### src/rtl/casmem_pkg.sv
package casmem_pkg;
  typedef enum logic [1:0] {
    OP_READ  = 2'd0,
    OP_WRITE = 2'd1,
    OP_CAS   = 2'd2,
    OP_RSVD  = 2'd3
  } op_e;

  typedef enum logic {
    ST_IDLE   = 1'b0,
    ST_CAS_WR = 1'b1
  } st_e;
endpackage

### src/rtl/casmem_rr_arb.sv
module casmem_rr_arb #(
  parameter int N     = 3,
  parameter int IDX_W = 2
) (
  input  logic             clk,
  input  logic             rst_n,
  input  logic             en,
  input  logic [N-1:0]     req,
  output logic [N-1:0]     gnt,
  output logic [IDX_W-1:0] gnt_idx,
  output logic             gnt_any
);
  logic [IDX_W-1:0] last;

  // search starts just after the last winner and wraps around
  always_comb begin
    int c;
    gnt     = '0;
    gnt_idx = '0;
    gnt_any = 1'b0;
    c       = 0;
    if (en) begin
      for (int k = 1; k <= N; k++) begin
        c = int'(last) + k;
        if (c >= N) c = c - N;
        if (!gnt_any && req[c]) begin
          gnt[c]  = 1'b1;
          gnt_idx = IDX_W'(c);
          gnt_any = 1'b1;
        end
      end
    end
  end

  always_ff @(posedge clk or negedge rst_n) begin
    if (!rst_n)       last <= IDX_W'(N - 1);
    else if (gnt_any) last <= gnt_idx;
  end
endmodule

### src/rtl/casmem_store.sv
module casmem_store #(
  parameter int AW    = 4,
  parameter int DW    = 16,
  parameter int DEPTH = 1 << AW
) (
  input  logic          clk,
  input  logic          rst_n,
  input  logic [AW-1:0] rd_addr,
  output logic [DW-1:0] rd_data,
  input  logic          wr_en,
  input  logic [AW-1:0] wr_addr,
  input  logic [DW-1:0] wr_data
);
  logic [DW-1:0] words [DEPTH];

  assign rd_data = words[rd_addr];

  always_ff @(posedge clk or negedge rst_n) begin
    if (!rst_n) begin
      for (int i = 0; i < DEPTH; i++) words[i] <= '0;
    end else if (wr_en) begin
      words[wr_addr] <= wr_data;
    end
  end
endmodule

### src/rtl/casmem_unit.sv
module casmem_unit
  import casmem_pkg::*;
#(
  parameter int NREQ = 3,
  parameter int AW   = 4,
  parameter int DW   = 16
) (
  input  logic               clk,
  input  logic               rst_n,
  input  logic [NREQ-1:0]    req_valid,
  output logic [NREQ-1:0]    req_ready,
  input  logic [2*NREQ-1:0]  req_op,
  input  logic [AW*NREQ-1:0] req_addr,
  input  logic [DW*NREQ-1:0] req_wdata,
  input  logic [DW*NREQ-1:0] req_cmp,
  output logic [NREQ-1:0]    rsp_valid,
  output logic [DW-1:0]      rsp_data,
  output logic               rsp_swapped
);
  localparam int IDX_W = (NREQ > 1) ? $clog2(NREQ) : 1;

  // per-requester views of the flat request buses
  logic [1:0]    op_a    [NREQ];
  logic [AW-1:0] addr_a  [NREQ];
  logic [DW-1:0] wdata_a [NREQ];
  logic [DW-1:0] cmp_a   [NREQ];

  for (genvar i = 0; i < NREQ; i++) begin : g_unpack
    assign op_a[i]    = req_op[2*i +: 2];
    assign addr_a[i]  = req_addr[AW*i +: AW];
    assign wdata_a[i] = req_wdata[DW*i +: DW];
    assign cmp_a[i]   = req_cmp[DW*i +: DW];
  end

  st_e              st;
  logic [NREQ-1:0]  gnt;
  logic [IDX_W-1:0] gnt_idx;
  logic             gnt_any;

  casmem_rr_arb #(.N(NREQ), .IDX_W(IDX_W)) u_arb (
    .clk     (clk),
    .rst_n   (rst_n),
    .en      (st == ST_IDLE),
    .req     (req_valid),
    .gnt     (gnt),
    .gnt_idx (gnt_idx),
    .gnt_any (gnt_any)
  );

  assign req_ready = gnt;

  op_e           sel_op;
  logic [AW-1:0] sel_addr;
  logic [DW-1:0] sel_wdata;
  logic [DW-1:0] sel_cmp;

  assign sel_op    = op_e'(op_a[gnt_idx]);
  assign sel_addr  = addr_a[gnt_idx];
  assign sel_wdata = wdata_a[gnt_idx];
  assign sel_cmp   = cmp_a[gnt_idx];

  // swap context held across the store cycle
  logic [AW-1:0]   cas_addr;
  logic [DW-1:0]   cas_cmp;
  logic [DW-1:0]   cas_new;
  logic [DW-1:0]   cas_old;
  logic [NREQ-1:0] cas_owner;
  logic            cas_match;

  assign cas_match = (cas_old == cas_cmp);

  logic [DW-1:0] rd_data;
  logic          wr_en;
  logic [AW-1:0] wr_addr;
  logic [DW-1:0] wr_data;

  always_comb begin
    if (st == ST_CAS_WR) begin
      wr_en   = cas_match;
      wr_addr = cas_addr;
      wr_data = cas_new;
    end else begin
      wr_en   = gnt_any && (sel_op == OP_WRITE);
      wr_addr = sel_addr;
      wr_data = sel_wdata;
    end
  end

  casmem_store #(.AW(AW), .DW(DW)) u_store (
    .clk     (clk),
    .rst_n   (rst_n),
    .rd_addr (sel_addr),
    .rd_data (rd_data),
    .wr_en   (wr_en),
    .wr_addr (wr_addr),
    .wr_data (wr_data)
  );

  always_ff @(posedge clk or negedge rst_n) begin
    if (!rst_n) begin
      st          <= ST_IDLE;
      rsp_valid   <= '0;
      rsp_data    <= '0;
      rsp_swapped <= 1'b0;
      cas_addr    <= '0;
      cas_cmp     <= '0;
      cas_new     <= '0;
      cas_old     <= '0;
      cas_owner   <= '0;
    end else begin
      rsp_valid   <= '0;
      rsp_swapped <= 1'b0;
      case (st)
        ST_IDLE: begin
          if (gnt_any) begin
            case (sel_op)
              OP_CAS: begin
                st        <= ST_CAS_WR;
                cas_addr  <= sel_addr;
                cas_cmp   <= sel_cmp;
                cas_new   <= sel_wdata;
                cas_old   <= rd_data;
                cas_owner <= gnt;
              end
              OP_WRITE: ;
              default: begin
                rsp_valid <= gnt;
                rsp_data  <= rd_data;
              end
            endcase
          end
        end
        ST_CAS_WR: begin
          st          <= ST_IDLE;
          rsp_valid   <= cas_owner;
          rsp_data    <= cas_old;
          rsp_swapped <= cas_match;
        end
        default: st <= ST_IDLE;
      endcase
    end
  end
endmodule

### config.mk
export PLATFORM = sky130hd
export DESIGN_NAME = casmem_unit
export DESIGN_NICKNAME = d
export VERILOG_FILES = /design/src/rtl/casmem_pkg.sv /design/src/rtl/casmem_rr_arb.sv /design/src/rtl/casmem_store.sv /design/src/rtl/casmem_unit.sv
export SDC_FILE = /design/constraint.sdc
export NUM_CORES = 1
export LEC_CHECK = 0
export BUFFER_PORTS_ARGS = -buffer_cell sky130_fd_sc_hd__buf_2
export CAP_MARGIN = 30
export CORE_MARGIN = 2
export CORE_UTILIZATION = 40
export CTS_BUF_LIST = sky130_fd_sc_hd__clkbuf_8
export CTS_CLUSTER_SIZE = 16
export DETAILED_ROUTE_END_ITERATION = 7
export PLACE_DENSITY_LB_ADDON = 0.3
export SYNTH_ARGS = -nofsm -noshare
export SYNTH_HDL_FRONTEND = slang
export SYNTH_SLANG_ARGS = --single-unit
### constraint.sdc
create_clock -name clk -period 10.8 [get_ports clk]
set_clock_uncertainty 0.2 [all_clocks]
set_input_delay 1.08 -clock clk [delete_from_list [all_inputs] [get_ports clk]]
set_output_delay 1.08 -clock clk [all_outputs]
set_load 0.02 [all_outputs]
==> results of run 1 <==
flip-flops by register name, indices dropped and copies added, names as in the netlist:
name           cells
cas_addr           4
cas_new           16
st                 1
cas_owner          3
cas_old           16
rsp_valid          3
cas_cmp           16
rsp_data          16
u_arb.last         2
rsp_swapped        1
u_store.words    256
cell families (layout without fill, tap and decap cells):
logic type / after synthesis / in the layout / share of synthesized area
mux: 406 / 406 / 0.263
flops: 334 / 334 / 0.493
simple gates: 285 / 285 / 0.0799
compound gates: 253 / 253 / 0.112
buf+inv: 115 / 283 / 0.0384
xor+xnor: 16 / 16 / 0.00826
fa+ha+maj: 8 / 8 / 0.00590
Yosys cell counts (7+ instances only):
cell type | number | area, um^2
a2bb2oi_1 | 12 | 105
a221oi_2 | 11 | 165
buf_1 | 7 | 26.3
a21oi_1 | 54 | 270
nor2_1 | 50 | 188
buf_2 | 22 | 110
nand2_2 | 7 | 43.8
nand2_1 | 150 | 563
xor2_1 | 16 | 140
o21ai_1 | 24 | 120
a22o_1 | 15 | 131
mux2_4 | 10 | 150
inv_1 | 11 | 41.3
mux2_2 | 219 | 2470
o21ai_0 | 48 | 240
buf_6 | 18 | 203
nand3_1 | 20 | 100
a32o_1 | 17 | 170
nor3_1 | 7 | 35.0
ha_1 | 8 | 100
buf_4 | 15 | 113
a221oi_1 | 11 | 96.3
mux2_1 | 32 | 360
clkbuf_1 | 40 | 150
mux2i_1 | 142 | 1420
dfrtp_1 | 333 | 8330
layout make-up:
class,instances,area (um^2)
multi-input combinational,968,8010
clock buffer,68,936
inverter,12,45.0
tap,539,674
fill,3862,22800
clock inverter,30,134
sequential,334,8360
timing repair buffer,173,996
worst min-delay path: cells and delay by family, from the launching register on:
kind	cells	cell delay [ns]
DFF	1	0.34
AOI/OAI and AO/OA	1	0.06
and+or+nand+nor	1	0.04
worst max-delay path by stage:
stage                          to  slack, ns
2_1_floorplan  u_store.words[198]       5.89
3_3_place_gp           cas_old[8]       5.45
3_5_place_dp           cas_old[1]       5.39
4_1_cts                cas_old[1]       5.54
5_1_grt                cas_old[1]       5.06
6_report               cas_old[1]       5.52
layout by cell type (no fill, tap or decap), types with 4 or more instances in the layout:
| cell | Yosys | layout |
|---|---|---|
| nor2b_1 | 5 | 5 |
| o21ai_2 | 1 | 4 |
| a221oi_2 | 11 | 11 |
| a22o_1 | 15 | 15 |
| inv_1 | 11 | 35 |
| a221oi_1 | 11 | 11 |
| nand2_2 | 7 | 8 |
| a32oi_1 | 5 | 5 |
| o21ai_1 | 24 | 23 |
| a22oi_1 | 6 | 5 |
| nor3_1 | 7 | 7 |
| and3_1 | 6 | 6 |
| nand3_1 | 20 | 20 |
| a21o_1 | 4 | 4 |
| buf_4 | 15 | 30 |
| o21ai_0 | 48 | 46 |
| buf_2 | 22 | 140 |
| nand2_1 | 150 | 149 |
| nand2_4 | 6 | 6 |
| a21oi_1 | 54 | 54 |
| xor2_1 | 16 | 16 |
| a222oi_1 | 4 | 4 |
| mux2_2 | 219 | 219 |
| a2bb2oi_1 | 12 | 12 |
| mux2_4 | 10 | 10 |
| nand2b_1 | 6 | 6 |
| dfrtp_1 | 333 | 332 |
| ha_1 | 8 | 8 |
| a32o_1 | 17 | 17 |
| mux2i_1 | 142 | 142 |
| clkbuf_8 | 0 | 68 |
| nor2_1 | 50 | 50 |
| mux2_1 | 32 | 32 |
layer usage:
layer	vias to the layer above	track usage
li1	5400	-
met1	5906	0.264
met2	297	0.330
met3	62	0.0398
met4	0	0.0555
met5	-	0
where the power goes:
group	internal, mW	switching [mW]
logic	1.25	1.95
registers	1.72	0.256
clock network	0.567	0.500
metrics by stage:
stage | cell area, um^2 | power, mW
final | 19200 | 6.23
after global routing | 19200 | 6.65
after CTS | 19100 | 6.26
after detailed placement | 18000 | 5.18
after global placement | 18000 | 5.09
after floorplan | 17000 | 4.27
==> key figures, run 1 <==
Logic synthesis
  • Netlist cell types: 84
  • Syn Area/Cell: 12.0 um^2
  • Asr flop ratio synth: 1.00
  • Cells after synthesis: 1,417
  • Mapped Nets: 1,544
  • Sequential-to-total area share from yosys stat: 0.493
  • Main synth FF type: dfrtp_1
  • Yosys warnings: 0
  • Post-synth EDFFs: 0
  • #FFs+latches synth: 334
  • Synth Cell Area: 0.0170 mm^2

Die
  • Starting Density: 0.405
  • Rows: 75
  • Core area: 0.0419 mm^2
  • Die ar.: 0.0441 mm^2
  • Io pins: 142
  • Chip height: 210 um
  • Chip width: 210 um

Clock tree
  • CTS sink cnt: 334
  • Post-cts sizing count: 0
  • CTS buffer count: 55
  • H-tree depth: 2
  • Worst-path clk slew: 0.06 ns
  • Post-CTS Setup Inserts: 0
  • Clock root buffer: clkbuf_8
  • Clk Latency, worst-skew pair: 0.62 ns
  • CTS tree: built
  • Hold_buf cts: 0
  • Clock buffer depth: 3

Route
  • Met1 wire length: 19,200 um
  • Drt initial violations: 772
  • WL/cell: 20.3 um
  • Via count: 11,665
  • Drc violations: 0
  • Met3 Wirelength: 2490 um
  • Remaining antenna violation count after routing: 0
  • 1st-pass router iterations: 5
  • DR WL met2: 20,600 um
  • Via density: 5.49
  • Routed WL: 43,200 um
  • Highest layer used for signal routing: met4

Run status
  • Outcome: completed

Timing
  • Fin crit share: 0.489
  • Worst Tran Pin Value: 1.04 ns
  • Slew headroom: 0.304
  • RSZ-0062 raised after global routing: no
  • Hold WS: 0.283 ns
  • Final Critical Period: 5.28 ns
  • Setup TNS: 0 ns
  • Final Setup Violations: 0
  • Setup ws final: 5.52 ns
  • Fmax: 0.189 GHz
  • Final Max Tran Viols: 0
  • Final hold vios: 0

Critical path
  • Worst reg2reg path endpoint: cas_old[1]
  • Critical path class: reg2reg
  • CP Capture Type: register
  • Crit Reg-Reg Startpoint: u_arb.last[0]
  • CP peak stage delay: 0.60 ns
  • Slowest CP cell: buf_4
  • Worst R2R Setup Slack: 5.52 ns
  • Worst Path Max Fanout: 79
  • Buf/Inv on CP: 4
  • Crit. path cell count: 13
  • Worst setup SP type: register
  • WP data required: 11.08 ns
  • Worst Reg-to-Reg Cells: 13
  • CP startpoint: u_arb.last[0]
  • Cell family with the largest share of critical-path delay: buffers and inverters
  • Critical-path cell list: inv_1, ha_1, nand2_1, or4_4, a21oi_4, buf_4, nor2_1, a21o_1, ha_1, nand2_2, buf_4, clkinv_1, mux2_2
  • Arrival time of data at the critical path endpoint: 5.56 ns

Finish
  • Antenna Cells: 0
  • # nets final: 1,671
  • Layout cells sized above 1: 0.341
  • Post-Layout Cell Count: 2,124
  • Area growth, synth to finish: 12.9%
  • Final core area utilization: 0.457

Place
  • Place WS: 5.39 ns
  • GPL Wtd Cong: 0.818
  • Inst Count DP: 2,023
  • HPWL after detailed placement: 28,500 um
  • # port buffers: 141

GRT
  • First-pass GRT wire length: 67,800 um
  • Total gr overflow: 0
  • Vias in the first global route: 11,828
  • GRT Total Usage: 0.198
  • Initial antenna violation count: 0
  • Maximum number of pins on one net before global-route repair: 124

Power and ir drop
  • Cell Pwr Density: 325 mW/mm^2
  • Pleak: 9.55 nW
  • Maximum VDD drop: 0.212 mV

Min path
  • Worst Hold Path EP: cas_new[8]
  • HP Start: cas_new[8]
  • Worst min-delay path category: reg2reg
  • WHS Path Cells: 2

Flow run
  • Max cap viols: 0
No activity file was read; power rests on OpenSTA's default activity.
==> run 2: changes to the inputs <==
clock period = 4.6 ns   (was 10.8 ns; I/O delays follow)
==> run 2 against run 1 <==
Effect of this change: clock-buffer cell count grew 6; register-to-register slack lost 5.3 ns; sequential cell count is the same; first-iteration DRC count shrank 3.2%; critical path type unchanged; critical endpoint is now rsp_data[4].
==> key figures, run 2 (synthesis results as in run 1) <==
Place
  • # port buffers: 141 (unchanged)
  • HPWL after detailed placement: 29,600 um (+3.9%)
  • DP Area: 0.0184 mm^2 (+2.1%)
  • GPL Wtd Cong: 0.856 (+4.7%)

Min path
  • Worst Hold Path EP: cas_addr[3]
  • HP Start: req_addr[11]
  • WHS Path Cells: 3 (+1)
  • Worst min-delay path category: in2reg

GRT
  • Vias in the first global route: 12,016 (+1.6%)
  • Maximum number of pins on one net before global-route repair: 108 (-13%)
  • First-pass GRT wire length: 68,500 um (+0.93%)
  • Total gr overflow: 0 (unchanged)
  • Initial antenna violation count: 0 (unchanged)
  • GRT Total Usage: 0.199 (+0.000403)

Critical path
  • Worst reg2reg path endpoint: rsp_data[4]
  • Worst Path Max Fanout: 19 (-76%)
  • Worst setup SP type: register
  • CP Capture Type: register
  • Worst Reg-to-Reg Cells: 13 (unchanged)
  • Critical-path cell list: inv_1, ha_1, or3b_2, and2_1, a311o_2, buf_4, mux2i_4, a211oi_4, buf_12, a22o_1, a221oi_1, nand3_1, a2bb2oi_1
  • Cell family with the largest share of critical-path delay: compound AO/OA/AOI/OAI gates
  • WP data required: 4.93 ns (-6.15 ns)
  • CP peak stage delay: 0.54 ns (-0.06 ns)
  • Slowest CP cell: a221oi_1
  • Crit Reg-Reg Startpoint: u_arb.last[0]
  • Critical path class: reg2reg
  • Arrival time of data at the critical path endpoint: 4.74 ns (-0.82 ns)
  • Buf/Inv on CP: 3 (-1)
  • Worst R2R Setup Slack: 0.19 ns (-5.33 ns)

Die
  • Die ar.: 0.0441 mm^2 (unchanged)
  • Core area: 0.0419 mm^2 (unchanged)
  • Rows: 75 (unchanged)
  • Chip width: 210 um (unchanged)
  • Starting Density: 0.405 (unchanged)
  • Chip height: 210 um (unchanged)
  • Io pins: 142 (unchanged)

Timing
  • Fin crit share: 0.959 (+0.470)
  • Worst Tran Pin Value: 0.987 ns (-0.0542 ns)
  • Setup TNS: 0 ns (unchanged)
  • Final Max Tran Viols: 0 (unchanged)
  • Slew headroom: 0.342 (+0.0384)
  • Final Critical Period: 4.41 ns (-0.872 ns)
  • Fmax: 0.227 GHz (+20%)
  • Final hold vios: 0 (unchanged)
  • Final Setup Violations: 0 (unchanged)
  • RSZ-0062 raised after global routing: no

Clock tree
  • CTS buffer count: 56 (+1.8%)
  • Clk Latency, worst-skew pair: 0.63 ns (about the same)
  • CTS tree: built
  • CTS sink cnt: 334 (unchanged)
  • Clock buffer depth: 3 (unchanged)
  • Clock root buffer: clkbuf_8
  • Worst-path clk slew: 0.06 ns (about the same)
  • H-tree depth: 2 (unchanged)

Finish
  • Layout cells sized above 1: 0.352 (+0.0114)
  • Area growth, synth to finish: 17.5%
  • Antenna Cells: 0 (unchanged)
  • Most common cell after layout, fill and taps aside: dfrtp_1
  • Most frequent cells in the layout: dfrtp_1, mux2_2, nand2_1
  • Finished Cell Area: 0.0199 mm^2 (+4.1%)
  • Top reg by flops: u_store.words
  • Max reg flops: 256 (unchanged)
  • # nets final: 1,738 (+4.0%)

Route
  • Met3 Wirelength: 1790 um (-28%)
  • 1st-pass router iterations: 5 (unchanged)
  • Highest layer used for signal routing: met4
  • Remaining antenna violation count after routing: 0 (unchanged)
  • Drc violations: 0 (unchanged)
  • Drt initial violations: 747 (-3.2%)
  • Via density: 5.40 (-1.7%)
  • Met1 wire length: 20,200 um (+5.4%)
  • WL/cell: 19.8 um (-2.6%)
  • DR WL met2: 20,100 um (-2.0%)
  • Routed WL: 43,400 um (+0.53%)
  • Via count: 11,839 (+1.5%)

Flow run
  • Max cap viols: 0 (unchanged)

Power and ir drop
  • Maximum VDD drop: 0.371 mV (+75%)
  • Pleak: 9.93 nW (+3.9%)
  • Cell Pwr Density: 761 mW/mm^2 (+130%)

Run status
  • Outcome: completed
run 2: changes by cell type in the layout (fill, tap and decap cells not counted), moves of 3 or more:
cell / previous run / this run
buf_4: 30 / 50
o21ai_1: 23 / 26
o21ai_2: 4 / 1
clkbuf_8: 68 / 74
a221oi_1: 11 / 5
dlygate4sd3_1: 0 / 33
inv_1: 35 / 32
a221oi_2: 11 / 17
buf_12: 0 / 13
run 2: worst max-delay path by stage:
| stage | cells after the start | from | to | slack, ns |
|---|---|---|---|---|
| 6_report | 13 | u_arb.last[0] | rsp_data[4] | 0.19 |
| 5_1_grt | 13 | u_arb.last[0] | rsp_data[3] | 0.006 |
| 4_1_cts | 13 | u_arb.last[0] | rsp_data[11] | 0.14 |
| 3_5_place_dp | 13 | u_arb.last[0] | rsp_data[11] | 0.16 |
| 3_3_place_gp | 13 | u_arb.last[1] | rsp_data[11] | 0.31 |
| 2_1_floorplan | 18 | u_arb.last[1] | u_store.words[198] | 0.08 |
run 2: stage by stage:
step	setup WS (ns)	power [mW]	std cells	util	hold WS, ns
finish	0.187	15.2	2192	0.475	0.0453
global placement	0.310	12.3	2053	0.438	0.260
floorplan	0.0772	10.0	1417	-	-0.0356
global route	0.00579	16.2	2192	0.475	0.0483
CTS	0.140	15.2	2190	0.474	0.0154
detailed placement	0.165	12.5	2057	0.439	0.265
run 2: area by class of cell:
type | count | area (um^2)
Fill cell | 3719 | 22000
Timing Repair Buffer | 239 | 1700
Clock buffer | 74 | 1020
Sequential cell | 334 | 8360
Multi-Input combinational cell | 968 | 8030
Clock inverter | 26 | 116
Inverter | 12 | 45.0
Tap cell | 539 | 674
run 2: metal layers:
layer / track usage / vias up
met5: 0 / -
li1: - / 5532
met2: 0.324 / 234
met1: 0.270 / 5997
met3: 0.0353 / 76
met4: 0.0636 / 0
run 2: worst register-to-register path: cells and delay by family (launching register included):
family	cells	cell delay [ns]
AND/OR/NAND/NOR	3	0.86
adder cells (fa/ha/maj)	1	0.37
buffers and inverters	3	0.62
flip-flops	1	0.46
multiplexers	1	0.31
AO/OA/AOI/OAI	5	1.52
run 2: timing repair:
item	4_1_cts	5_1_grt
endpoints found under the hold margin	135	0
gates resized for setup	0	8
hold buffers	33	0
setup buffers	0	2
endpoints found under the setup margin	0	34
run 2: power by group:
part	total, mW	internal [mW]	switching [mW]
sequential	4.64	4.03	0.609
combinational	7.93	3.30	4.63
clock	2.61	1.43	1.18
total	15.2	8.76	6.43
